$ cat config.mk
export PLATFORM = sky130hd
export DESIGN_NAME = caplist_ctrl
export DESIGN_NICKNAME = d
export VERILOG_FILES = /design/src/rtl/caplist_pkg.sv /design/src/rtl/caplist_slot.sv /design/src/rtl/caplist_pick.sv /design/src/rtl/caplist_ctrl.sv
export SDC_FILE = /design/constraint.sdc
export NUM_CORES = 1
export LEC_CHECK = 0
export CAP_MARGIN = 20
export CORE_MARGIN = 2
export CORE_UTILIZATION = 63
export CTS_BUF_LIST = sky130_fd_sc_hd__clkbuf_8
export DETAILED_ROUTE_END_ITERATION = 7
export PLACE_DENSITY_LB_ADDON = 0.15
export SYNTH_ARGS = -nofsm -noshare
export SYNTH_HDL_FRONTEND = slang
export SYNTH_SLANG_ARGS = --single-unit
$ cat constraint.sdc
create_clock -name clk -period 4.9 [get_ports clk]
set_input_delay 0.735 -clock clk [delete_from_list [all_inputs] [get_ports clk]]
set_output_delay 0.735 -clock clk [all_outputs]
set_load 0.02 [all_outputs]
$ cat src/rtl/caplist_pkg.sv
package caplist_pkg;

    parameter int ADDR_W = 12;
    parameter int DATA_W = 32;
    parameter int BASE_W = 16;
    parameter int TMO_W  = 12;
    parameter int BUS_W  = 2;
    parameter int OFF_W  = 7;

    // Per-list register offsets inside one 0x80 window
    localparam logic [OFF_W-1:0] OFF_OWN   = 7'h00;
    localparam logic [OFF_W-1:0] OFF_CFG   = 7'h04;
    localparam logic [OFF_W-1:0] OFF_LBASE = 7'h08;
    localparam logic [OFF_W-1:0] OFF_CBASE = 7'h0C;
    localparam logic [OFF_W-1:0] OFF_TMO   = 7'h10;
    localparam logic [OFF_W-1:0] OFF_IEN   = 7'h18;
    localparam logic [OFF_W-1:0] OFF_IST   = 7'h1C;
    localparam logic [OFF_W-1:0] OFF_KICK  = 7'h2C;
    localparam logic [OFF_W-1:0] OFF_BUS   = 7'h30;

    localparam int CFG_ARM_BIT    = 9;
    localparam int INFO_SHIFT_BIT = 6;

    // Global region
    localparam logic [ADDR_W-1:0] G_INFO  = 12'h800;
    localparam logic [ADDR_W-1:0] G_COUNT = 12'h804;
    localparam logic [ADDR_W-1:0] G_STAT  = 12'h808;
    localparam logic [ADDR_W-1:0] G_KICK  = 12'h80C;

    typedef struct packed {
        logic tmo;
        logic err;
        logic done;
    } ev_t;

    localparam int EV_W = $bits(ev_t);

    typedef struct packed {
        logic [BASE_W-1:0] lbase;
        logic [BASE_W-1:0] cbase;
        logic [TMO_W-1:0]  tmo;
    } launch_t;

    function automatic logic [EV_W-1:0] sticky_update(
        input logic [EV_W-1:0] cur,
        input logic [EV_W-1:0] clr,
        input logic [EV_W-1:0] set
    );
        return (cur & ~clr) | set;
    endfunction

endpackage

$ cat src/rtl/caplist_slot.sv
module caplist_slot
    import caplist_pkg::*;
(
    input  logic               clk,
    input  logic               rst,
    input  logic               wr_en,
    input  logic [OFF_W-1:0]   off,
    input  logic [DATA_W-1:0]  wr_data,
    input  logic               bcast_kick,
    input  logic               grant,
    input  logic               eng_done,
    input  logic [BUS_W-1:0]   eng_err,
    output logic [DATA_W-1:0]  rd_data,
    output logic               pend,
    output logic               run,
    output logic               own,
    output logic               arm,
    output logic               irq,
    output launch_t            launch
);

    logic              own_q, arm_q, pend_q, run_q;
    launch_t           cfg_q;
    logic [EV_W-1:0]   ien_q;
    ev_t               ist_q;
    logic [BUS_W-1:0]  bus_q;
    logic [TMO_W-1:0]  tcnt_q;

    logic              own_n, arm_n, kick, pend_n;
    ev_t               ev;
    logic [EV_W-1:0]   ist_clr;
    logic [BUS_W-1:0]  bus_clr, bus_set;
    logic              unused_hi;

    assign unused_hi = ^wr_data[DATA_W-1:BASE_W];

    always_comb begin
        own_n   = (wr_en && off == OFF_OWN) ? wr_data[0] : own_q;
        arm_n   = (wr_en && off == OFF_CFG) ? wr_data[CFG_ARM_BIT] : arm_q;
        kick    = (wr_en && off == OFF_KICK && wr_data[0]) || bcast_kick;
        ist_clr = (wr_en && off == OFF_IST) ? wr_data[EV_W-1:0] : '0;
        bus_clr = (wr_en && off == OFF_BUS) ? wr_data[BUS_W-1:0] : '0;
        bus_set = run_q ? eng_err : '0;

        ev.done = run_q && eng_done;
        ev.err  = run_q && (eng_err != '0);
        ev.tmo  = run_q && (cfg_q.tmo != '0) && (tcnt_q == cfg_q.tmo - TMO_W'(1))
                  && !eng_done && (eng_err == '0);

        if (grant)
            pend_n = 1'b0;
        else if (kick && own_q && arm_q)
            pend_n = 1'b1;
        else
            pend_n = pend_q;
        pend_n = pend_n && own_n && arm_n;
    end

    always_ff @(posedge clk) begin
        if (rst) begin
            own_q  <= 1'b0;
            arm_q  <= 1'b0;
            pend_q <= 1'b0;
            run_q  <= 1'b0;
            cfg_q  <= '0;
            ien_q  <= '0;
            ist_q  <= '0;
            bus_q  <= '0;
            tcnt_q <= '0;
        end else begin
            own_q  <= own_n;
            arm_q  <= arm_n;
            pend_q <= pend_n;
            if (wr_en && off == OFF_LBASE) cfg_q.lbase <= wr_data[BASE_W-1:0];
            if (wr_en && off == OFF_CBASE) cfg_q.cbase <= wr_data[BASE_W-1:0];
            if (wr_en && off == OFF_TMO)   cfg_q.tmo   <= wr_data[TMO_W-1:0];
            if (wr_en && off == OFF_IEN)   ien_q       <= wr_data[EV_W-1:0];
            ist_q <= sticky_update(ist_q, ist_clr, ev);
            bus_q <= (bus_q & ~bus_clr) | bus_set;
            if (grant) begin
                run_q  <= 1'b1;
                tcnt_q <= '0;
            end else if (run_q) begin
                tcnt_q <= tcnt_q + TMO_W'(1);
                if (ev.done || ev.err || ev.tmo)
                    run_q <= 1'b0;
            end
        end
    end

    always_comb begin
        rd_data = '0;
        unique case (off)
            OFF_OWN:   rd_data[0]           = own_q;
            OFF_CFG:   rd_data[CFG_ARM_BIT] = arm_q;
            OFF_LBASE: rd_data[BASE_W-1:0]  = cfg_q.lbase;
            OFF_CBASE: rd_data[BASE_W-1:0]  = cfg_q.cbase;
            OFF_TMO:   rd_data[TMO_W-1:0]   = cfg_q.tmo;
            OFF_IEN:   rd_data[EV_W-1:0]    = ien_q;
            OFF_IST:   rd_data[EV_W-1:0]    = ist_q;
            OFF_BUS:   rd_data[BUS_W-1:0]   = bus_q;
            default:   rd_data              = '0;
        endcase
    end

    assign pend   = pend_q;
    assign run    = run_q;
    assign own    = own_q;
    assign arm    = arm_q;
    assign irq    = |(ist_q & ien_q);
    assign launch = cfg_q;

endmodule

$ cat src/rtl/caplist_pick.sv
module caplist_pick #(
    parameter int N  = 4,
    parameter int IW = (N > 1) ? $clog2(N) : 1
) (
    input  logic [N-1:0]  req,
    output logic          valid,
    output logic [IW-1:0] idx,
    output logic [N-1:0]  gnt
);

    always_comb begin
        idx = '0;
        gnt = '0;
        for (int i = N - 1; i >= 0; i--) begin
            if (req[i]) idx = IW'(i);
        end
        valid = |req;
        if (valid) gnt[idx] = 1'b1;
    end

endmodule

$ cat src/rtl/caplist_ctrl.sv
module caplist_ctrl
    import caplist_pkg::*;
#(
    parameter int NUM_LISTS        = 4,
    parameter bit LOOP_SHIFT_FIXED = 1'b1,
    localparam int LW    = (NUM_LISTS > 1) ? $clog2(NUM_LISTS) : 1,
    localparam int SEL_W = ADDR_W - 1 - OFF_W
) (
    input  logic                       clk,
    input  logic                       rst,
    input  logic                       host_we,
    input  logic [ADDR_W-1:0]          host_addr,
    input  logic [DATA_W-1:0]          host_wdata,
    output logic [DATA_W-1:0]          host_rdata,
    output logic                       start_valid,
    output logic [LW-1:0]              start_list,
    output logic [BASE_W-1:0]          start_list_base,
    output logic [BASE_W-1:0]          start_cap_base,
    output logic [TMO_W-1:0]           start_timeout,
    input  logic [NUM_LISTS-1:0]       eng_done,
    input  logic [BUS_W*NUM_LISTS-1:0] eng_err,
    output logic                       irq
);

    logic              in_list;
    logic [SEL_W-1:0]  sel;
    logic [OFF_W-1:0]  off;

    logic [NUM_LISTS-1:0] pend_vec, run_vec, lock_vec, en_vec, irq_vec, gnt_vec;
    logic [DATA_W-1:0]    slot_rd [NUM_LISTS];
    launch_t              lch     [NUM_LISTS];

    logic          pick_valid;
    logic [LW-1:0] pick_idx;

    logic          sv_q;
    logic [LW-1:0] sl_q;
    launch_t       sl_cfg_q;

    assign in_list = ~host_addr[ADDR_W-1];
    assign sel     = host_addr[ADDR_W-2:OFF_W];
    assign off     = host_addr[OFF_W-1:0];

    for (genvar i = 0; i < NUM_LISTS; i++) begin : g_slot
        caplist_slot u_slot (
            .clk        (clk),
            .rst        (rst),
            .wr_en      (host_we && in_list && sel == SEL_W'(i)),
            .off        (off),
            .wr_data    (host_wdata),
            .bcast_kick (host_we && host_addr == G_KICK && host_wdata[i]),
            .grant      (gnt_vec[i]),
            .eng_done   (eng_done[i]),
            .eng_err    (eng_err[BUS_W*i +: BUS_W]),
            .rd_data    (slot_rd[i]),
            .pend       (pend_vec[i]),
            .run        (run_vec[i]),
            .own        (lock_vec[i]),
            .arm        (en_vec[i]),
            .irq        (irq_vec[i]),
            .launch     (lch[i])
        );
    end

    caplist_pick #(.N(NUM_LISTS), .IW(LW)) u_pick (
        .req   (pend_vec & ~run_vec),
        .valid (pick_valid),
        .idx   (pick_idx),
        .gnt   (gnt_vec)
    );

    always_ff @(posedge clk) begin
        if (rst) begin
            sv_q     <= 1'b0;
            sl_q     <= '0;
            sl_cfg_q <= '0;
        end else begin
            sv_q <= pick_valid;
            if (pick_valid) begin
                sl_q     <= pick_idx;
                sl_cfg_q <= lch[pick_idx];
            end
        end
    end

    always_comb begin
        host_rdata = '0;
        if (in_list) begin
            for (int i = 0; i < NUM_LISTS; i++) begin
                if (sel == SEL_W'(i)) host_rdata = slot_rd[i];
            end
        end else begin
            unique case (host_addr)
                G_INFO:  host_rdata[INFO_SHIFT_BIT] = LOOP_SHIFT_FIXED;
                G_COUNT: host_rdata = DATA_W'(NUM_LISTS);
                G_STAT:  host_rdata[1:0] = {|pend_vec, |run_vec};
                default: host_rdata = '0;
            endcase
        end
    end

    assign start_valid     = sv_q;
    assign start_list      = sl_q;
    assign start_list_base = sl_cfg_q.lbase;
    assign start_cap_base  = sl_cfg_q.cbase;
    assign start_timeout   = sl_cfg_q.tmo;
    assign irq             = |irq_vec;

endmodule

==> impl_metrics.py, run 1 <==
metrics = {
    "outcome": {
        "status": "finished with violations",
        "violations": "DRC",
    },
    "detailed_routing": {
        "vias_per_cell": 6.80,
        "wl_mm": 61.9,
        "dr.pass1.iters": 8,
        "drcViolationCount": 10,
        "drt_iter0_drc": 2156,
        "num_vias": 16900,
        "route.detailed.wl_per_inst_um": 24.9,
        "detail-route-antenna-nets": 0,
    },
    "synthesis": {
        "syn_inst": 2058,
        "synth_edf_count": 0,
        "postSynthAreaPerCell_um2": 8.15,
        "yosysUniqueCellTypes": 83,
        "async_reset_ff_frac": 0,
        "synth_seq_cells": 319,
        "yosysSeqAreaShare": 0.381,
        "ys.flop_type": "dfxtp_1",
        "syn-cell-area_mm2": 0.0168,
        "synth-warning-count": 0,
    },
    "placement": {
        "numPortBuffers": 106,
        "place.gp.congestion": 1.01,
        "post-place-ws_ns": 0.220,
        "place_area_mm2": 0.0181,
        "dpl.hpwl_mm": 42.3,
        "place_inst": 2400,
    },
    "cts": {
        "post_cts_buffers": 0,
        "clk_pin_slew_ns": 0.06,
        "ctsHoldBuffers": 0,
        "clockRootBuffer": "clkbuf_8",
        "insertion_delay_ns": 0.60,
        "h-tree-depth": 2,
        "clockBufferDepth": 3,
        "cts_buffers": 51,
        "clock_sinks": 319,
        "tritoncts": "built",
        "ctsResizeCount": 0,
    },
    "timing": {
        "setup_violations": 0,
        "worst_slew_pin_slew_ns": 1.08,
        "setup_tns_ns": 0,
        "period_share": 0.986,
        "timing.final.ws_setup_ns": 0.0675,
        "slew_violations": 0,
        "slew_headroom": 0.277,
        "period_minus_slack_ns": 4.83,
        "max_freq_mhz": 207,
        "finalClockSkew_ns": 0.0186,
        "rsz0062_at_grt": "false",
        "fin_hold_ws_ns": 0.457,
        "hold_viol_final": 0,
    },
    "global_routing": {
        "grt_max_degree": 97,
        "grt_overflow": 0,
        "grt_usage": 0.432,
        "grt_pass1_wl_mm": 93.6,
        "antenna_found_initial": 0,
        "grt_pass1_vias": 15800,
    },
    "worst_setup_path": {
        "critical_path_arrival_ns": 4.10,
        "required_ns": 4.16,
        "cp-start-kind": "input pin",
        "reg2reg_from": "g_slot[3].u_slot.run$_SDFF_PP0_",
        "worstSetupStartpoint": "host_addr[1]",
        "critPathCaptureType": "output pin",
        "critPathKind": "input pin to output pin",
        "crit_fanout": 13,
    },
    "die": {
        "core_area_mm2": 0.0261,
        "rows": 59,
        "start_util": 0.642,
        "fp.dieH_um": 167,
        "die_width_um": 167,
        "dieArea_mm2": 0.0279,
        "ios": 139,
    },
    "layout": {
        "mostFrequentLayoutCells": "nand2_1, dfxtp_1, a21oi_1",
        "area_growth_pct": 13.4,
        "stdcell_count": 2486,
        "multiInputGateArea_mm2": 0.00960,
        "drive_gt1_frac": 0.0939,
        "fill_cells": 2104,
        "regArea_mm2": 0.00639,
        "layout_commonest_cell": "nand2_1",
        "fin_nets": 2185,
        "utilization": 0.728,
        "final_area_mm2": 0.0190,
        "num_antenna_cells": 0,
    },
    "power_and_ir_drop": {
        "power.density_mw_per_mm2": 267,
        "peakVddDrop_v": 0.000220,
        "p_leak_nw": 7.42,
        "finalPower_mw": 5.09,
    },
    "min_path": {
        "hp-class": "register to register",
        "min-delay-start": "start_list[0]$_SDFFE_PP0P_",
    },
    "run": {
        "drv_cap": 0,
    },
}
-- cell type report --
type	instances	area share
tap	335	0.0220
sequential	319	0.336
clock inverter	26	0.00756
multi-input combinational	1556	0.505
timing repair buffer	175	0.0835
clock buffer	60	0.0434
inverter	15	0.00296
-- critical path: stages --
cell and delay (ns):
clkdlybuf4s50_1 0.49, or4_1 0.71, nor2_1 0.37, buf_4 0.28, a221oi_1 0.09, a2111oi_0 0.59
buf_4 0.21, clkdlybuf4s50_1 0.61
-- where the power goes --
group | internal [mW] | switching, mW
sequential | 2.59 | 0.000251
clock | 1.16 | 1.09
combinational | 0.0694 | 0.178
-- sequential cells by signal (all words and copies together) (netlist names), 8 cells and up --
name and cells:
start_list_base 16, g_slot.u_slot.launch 176, g_slot.u_slot.tcnt_q 48, g_slot.u_slot.ist_q 12, start_cap_base 16, g_slot.u_slot.ien_q 12
start_timeout 12, g_slot.u_slot.bus_q 8
-- synth_stat cells, types with 18 or more instances --
cell type / instances / share of area
xnor2_1: 46 / 0.024
mux2i_1: 137 / 0.082
nand3_1: 71 / 0.021
dfxtp_1: 319 / 0.38
mux2_2: 19 / 0.013
nand2_1: 341 / 0.076
o21ai_0: 109 / 0.033
a21oi_1: 202 / 0.060
and3_1: 18 / 0.0067
buf_2: 37 / 0.011
nor2_1: 172 / 0.038
a22oi_1: 22 / 0.0098
clkbuf_1: 116 / 0.026
buf_4: 21 / 0.0094
o211a_1: 47 / 0.028
nor3_1: 30 / 0.0090
xor2_1: 55 / 0.029
a221oi_1: 58 / 0.030
-- layer usage --
metal | track usage | wire length [µm] | part of all wire
met5 | 0 | 0 | 0
met4 | 0.300 | 5000 | 0.081
met3 | 0.101 | 7760 | 0.13
met2 | 0.638 | 25900 | 0.42
met1 | 0.562 | 23300 | 0.38
-- cell families after synthesis --
family / after synthesis / share of synthesized area
other: 1 / 0.000224
XOR/XNOR: 101 / 0.0527
AO/OA/AOI/OAI: 517 / 0.198
buffers and inverters: 198 / 0.0522
multiplexers: 164 / 0.105
adder cells (fa/ha/maj): 8 / 0.00597
AND/OR/NAND/NOR: 750 / 0.204
flip-flops: 319 / 0.381
-- final timing paths --
kind,end,slack (ns),cells after the start
min reg2reg,start_list[0]$_SDFFE_PP0P_,0.46,2
min,start_list[0]$_SDFFE_PP0P_,0.46,2
max,host_rdata[7],0.07,8
max reg2reg,start_list_base[2]$_SDFFE_PP0P_,1.57,7
(Power assumes the default switching activity.)
==> run 2, diff against run 1 <==
CORE_ASPECT_RATIO = 0.75   (was not set)
PLACE_DENSITY = 0.83   (was not set)
PLACE_DENSITY_LB_ADDON = not set   (was 0.15)
==> run 2 against run 1 <==
The flow now finishes without violations. Critical path depth is 1 higher. Cell count shrank 0.20%. Global-route usage rose by 0.47 points. Sequential power hardly changed. Core utilization is 0.13 points lower. Critical path type unchanged. Combinational power about the same. Sequential share of layout area up 0.18 points. Die area hardly changed. Register-to-register slack lost 0.05 ns. Largest power group unchanged. First-iteration DRC count increased by 31%.
==> impl_metrics.py, run 2 (same netlist as run 1, synthesis figures left out) <==
metrics = {
    "timing": {
        "fin_hold_ws_ns": 0.472,
        "rsz0062_at_grt": "false",
        "period_minus_slack_ns": 4.72,
        "setup_violations": 0,
        "hold_viol_final": 0,
        "setup_tns_ns": 0,
        "slew_violations": 0,
        "period_share": 0.963,
        "worst_slew_pin_slew_ns": 1.20,
        "slew_headroom": 0.199,
        "finalClockSkew_ns": 0.0290,
        "max_freq_mhz": 212,
    },
    "power_and_ir_drop": {
        "peakVddDrop_v": 0.000253,
        "power.density_mw_per_mm2": 264,
        "finalPower_mw": 5.00,
        "switchingPower_mw": 1.24,
        "switching_share": 0.249,
        "seq_power_share": 0.519,
        "p_clk_frac": 0.432,
        "p_int_mw": 3.75,
        "combPwrFrac": 0.050,
        "p_leak_nw": 7.37,
    },
    "die": {
        "core_area_mm2": 0.0260,
        "start_util": 0.644,
        "fp.dieH_um": 145,
        "die_width_um": 192,
        "dieArea_mm2": 0.0280,
        "rows": 51,
        "ios": 139,
    },
    "detailed_routing": {
        "drt_iter0_drc": 2824,
        "detail-route-antenna-nets": 0,
        "drcViolationCount": 0,
        "num_vias": 16800,
        "route.detailed.wl_per_inst_um": 25.2,
        "dr.pass1.iters": 8,
        "vias_per_cell": 6.78,
        "wl_mm": 62.4,
    },
    "layout": {
        "area_growth_pct": 12.8,
        "regArea_mm2": 0.00639,
        "layout_commonest_cell": "nand2_1",
        "mostFrequentLayoutCells": "nand2_1, dfxtp_1, a21oi_1",
        "drive_gt1_frac": 0.0856,
        "fill_cells": 2072,
        "fin_nets": 2172,
        "num_antenna_cells": 0,
        "largest_reg_flops": 176,
        "multiInputGateArea_mm2": 0.00961,
    },
    "cts": {
        "clockBufferDepth": 3,
        "tritoncts": "built",
        "ctsHoldBuffers": 0,
        "h-tree-depth": 2,
        "clk_pin_slew_ns": 0.06,
        "clock_sinks": 319,
        "cts_buffers": 49,
        "clockRootBuffer": "clkbuf_8",
        "insertion_delay_ns": 0.61,
    },
    "run": {
        "drv_cap": 0,
    },
    "worst_setup_path": {
        "critPathKind": "input pin to output pin",
        "worstSetupStartpoint": "host_addr[1]",
        "reg2reg_from": "g_slot[1].u_slot.run$_SDFF_PP0_",
        "crit_fanout": 14,
        "required_ns": 4.16,
        "critical_path_arrival_ns": 3.99,
        "cp-start-kind": "input pin",
        "critPathCaptureType": "output pin",
    },
    "global_routing": {
        "grt_usage": 0.437,
        "grt_pass1_vias": 15400,
        "grt_overflow": 0,
        "antenna_found_initial": 1,
        "grt_pass1_wl_mm": 92.7,
        "grt_max_degree": 89,
    },
    "outcome": {
        "status": "complete, no violations",
    },
    "placement": {
        "place.gp.congestion": 0.993,
        "dpl.hpwl_mm": 43.7,
        "numPortBuffers": 106,
    },
    "min_path": {
        "min-delay-start": "start_list[0]$_SDFFE_PP0P_",
        "hp-class": "register to register",
    },
}
==> run 2: cell types whose count changed in the layout (fill, tap and decap cells not counted) <==
cell,previous run,this run
nand3_1,71,70
clkinv_1,2,1
clkinvlp_4,1,0
nand3_2,0,1
inv_1,27,34
clkinv_2,9,2
buf_12,1,2
bufinv_16,1,0
buf_4,68,56
==> run 2: final timing paths <==
path,endpoint,slack (ns),depth (start not counted)
max reg2reg,start_cap_base[10]$_SDFFE_PP0P_,1.52,7
max,host_rdata[1],0.18,9
min reg2reg,start_list[0]$_SDFFE_PP0P_,0.47,2
min,start_list[0]$_SDFFE_PP0P_,0.47,2
==> run 2: stage by stage <==
stage | instance area, µm² | instances | util | setup slack, ns
after floorplan | 16800 | 2073 | - | 1.15
after detailed placement | 18000 | 2396 | 0.690 | 0.201
after global placement | 18000 | 2396 | 0.690 | 0.225
after CTS | 18900 | 2479 | 0.725 | 0.184
final | 18900 | 2481 | 0.727 | 0.180
after global routing | 18900 | 2481 | 0.727 | 0.102
==> run 2: worst max-delay path, stage by stage <==
cell	delay, ns
clkdlybuf4s50_1	0.47
or4_1	0.73
nor3_4	0.37
buf_4	0.30
nand2_1	0.11
a31oi_1	0.24
a211oi_1	0.09
o22ai_1	0.28
clkdlybuf4s50_1	0.66
==> run 2: repair_timing <==
item	4_1_cts	5_1_grt
resized for setup	0	1
buffers inserted	0	0
setup endpoints to repair	0	1
==> run 2: layer usage <==
layer	share of wire	wire length (µm)	global-route usage
met4	0.046	2880	0.164
met5	0	0	0
met2	0.40	25200	0.608
met1	0.39	24000	0.617
met3	0.17	10300	0.153
==> run 2: final cells by class <==
cell class	instances	share of cell area
multi-input combinational	1556	0.508
sequential	319	0.338
timing repair buffer	164	0.0802
clock buffer	60	0.0436
tap	344	0.0227
clock inverter	23	0.00496
inverter	15	0.00298
==> run 2: power groups by stage <==
| stage | Sequential, mW | Clock (mW) | Combinational, mW |
|---|---|---|---|
| final | 2.59 | 2.16 | 0.247 |
| after global routing | 2.59 | 2.27 | 0.251 |
| after CTS | 2.59 | 2.15 | 0.233 |
| after detailed placement | 2.65 | 0 | 0.233 |
| after global placement | 2.65 | 0 | 0.232 |
| after floorplan | 2.65 | 0 | 0.140 |
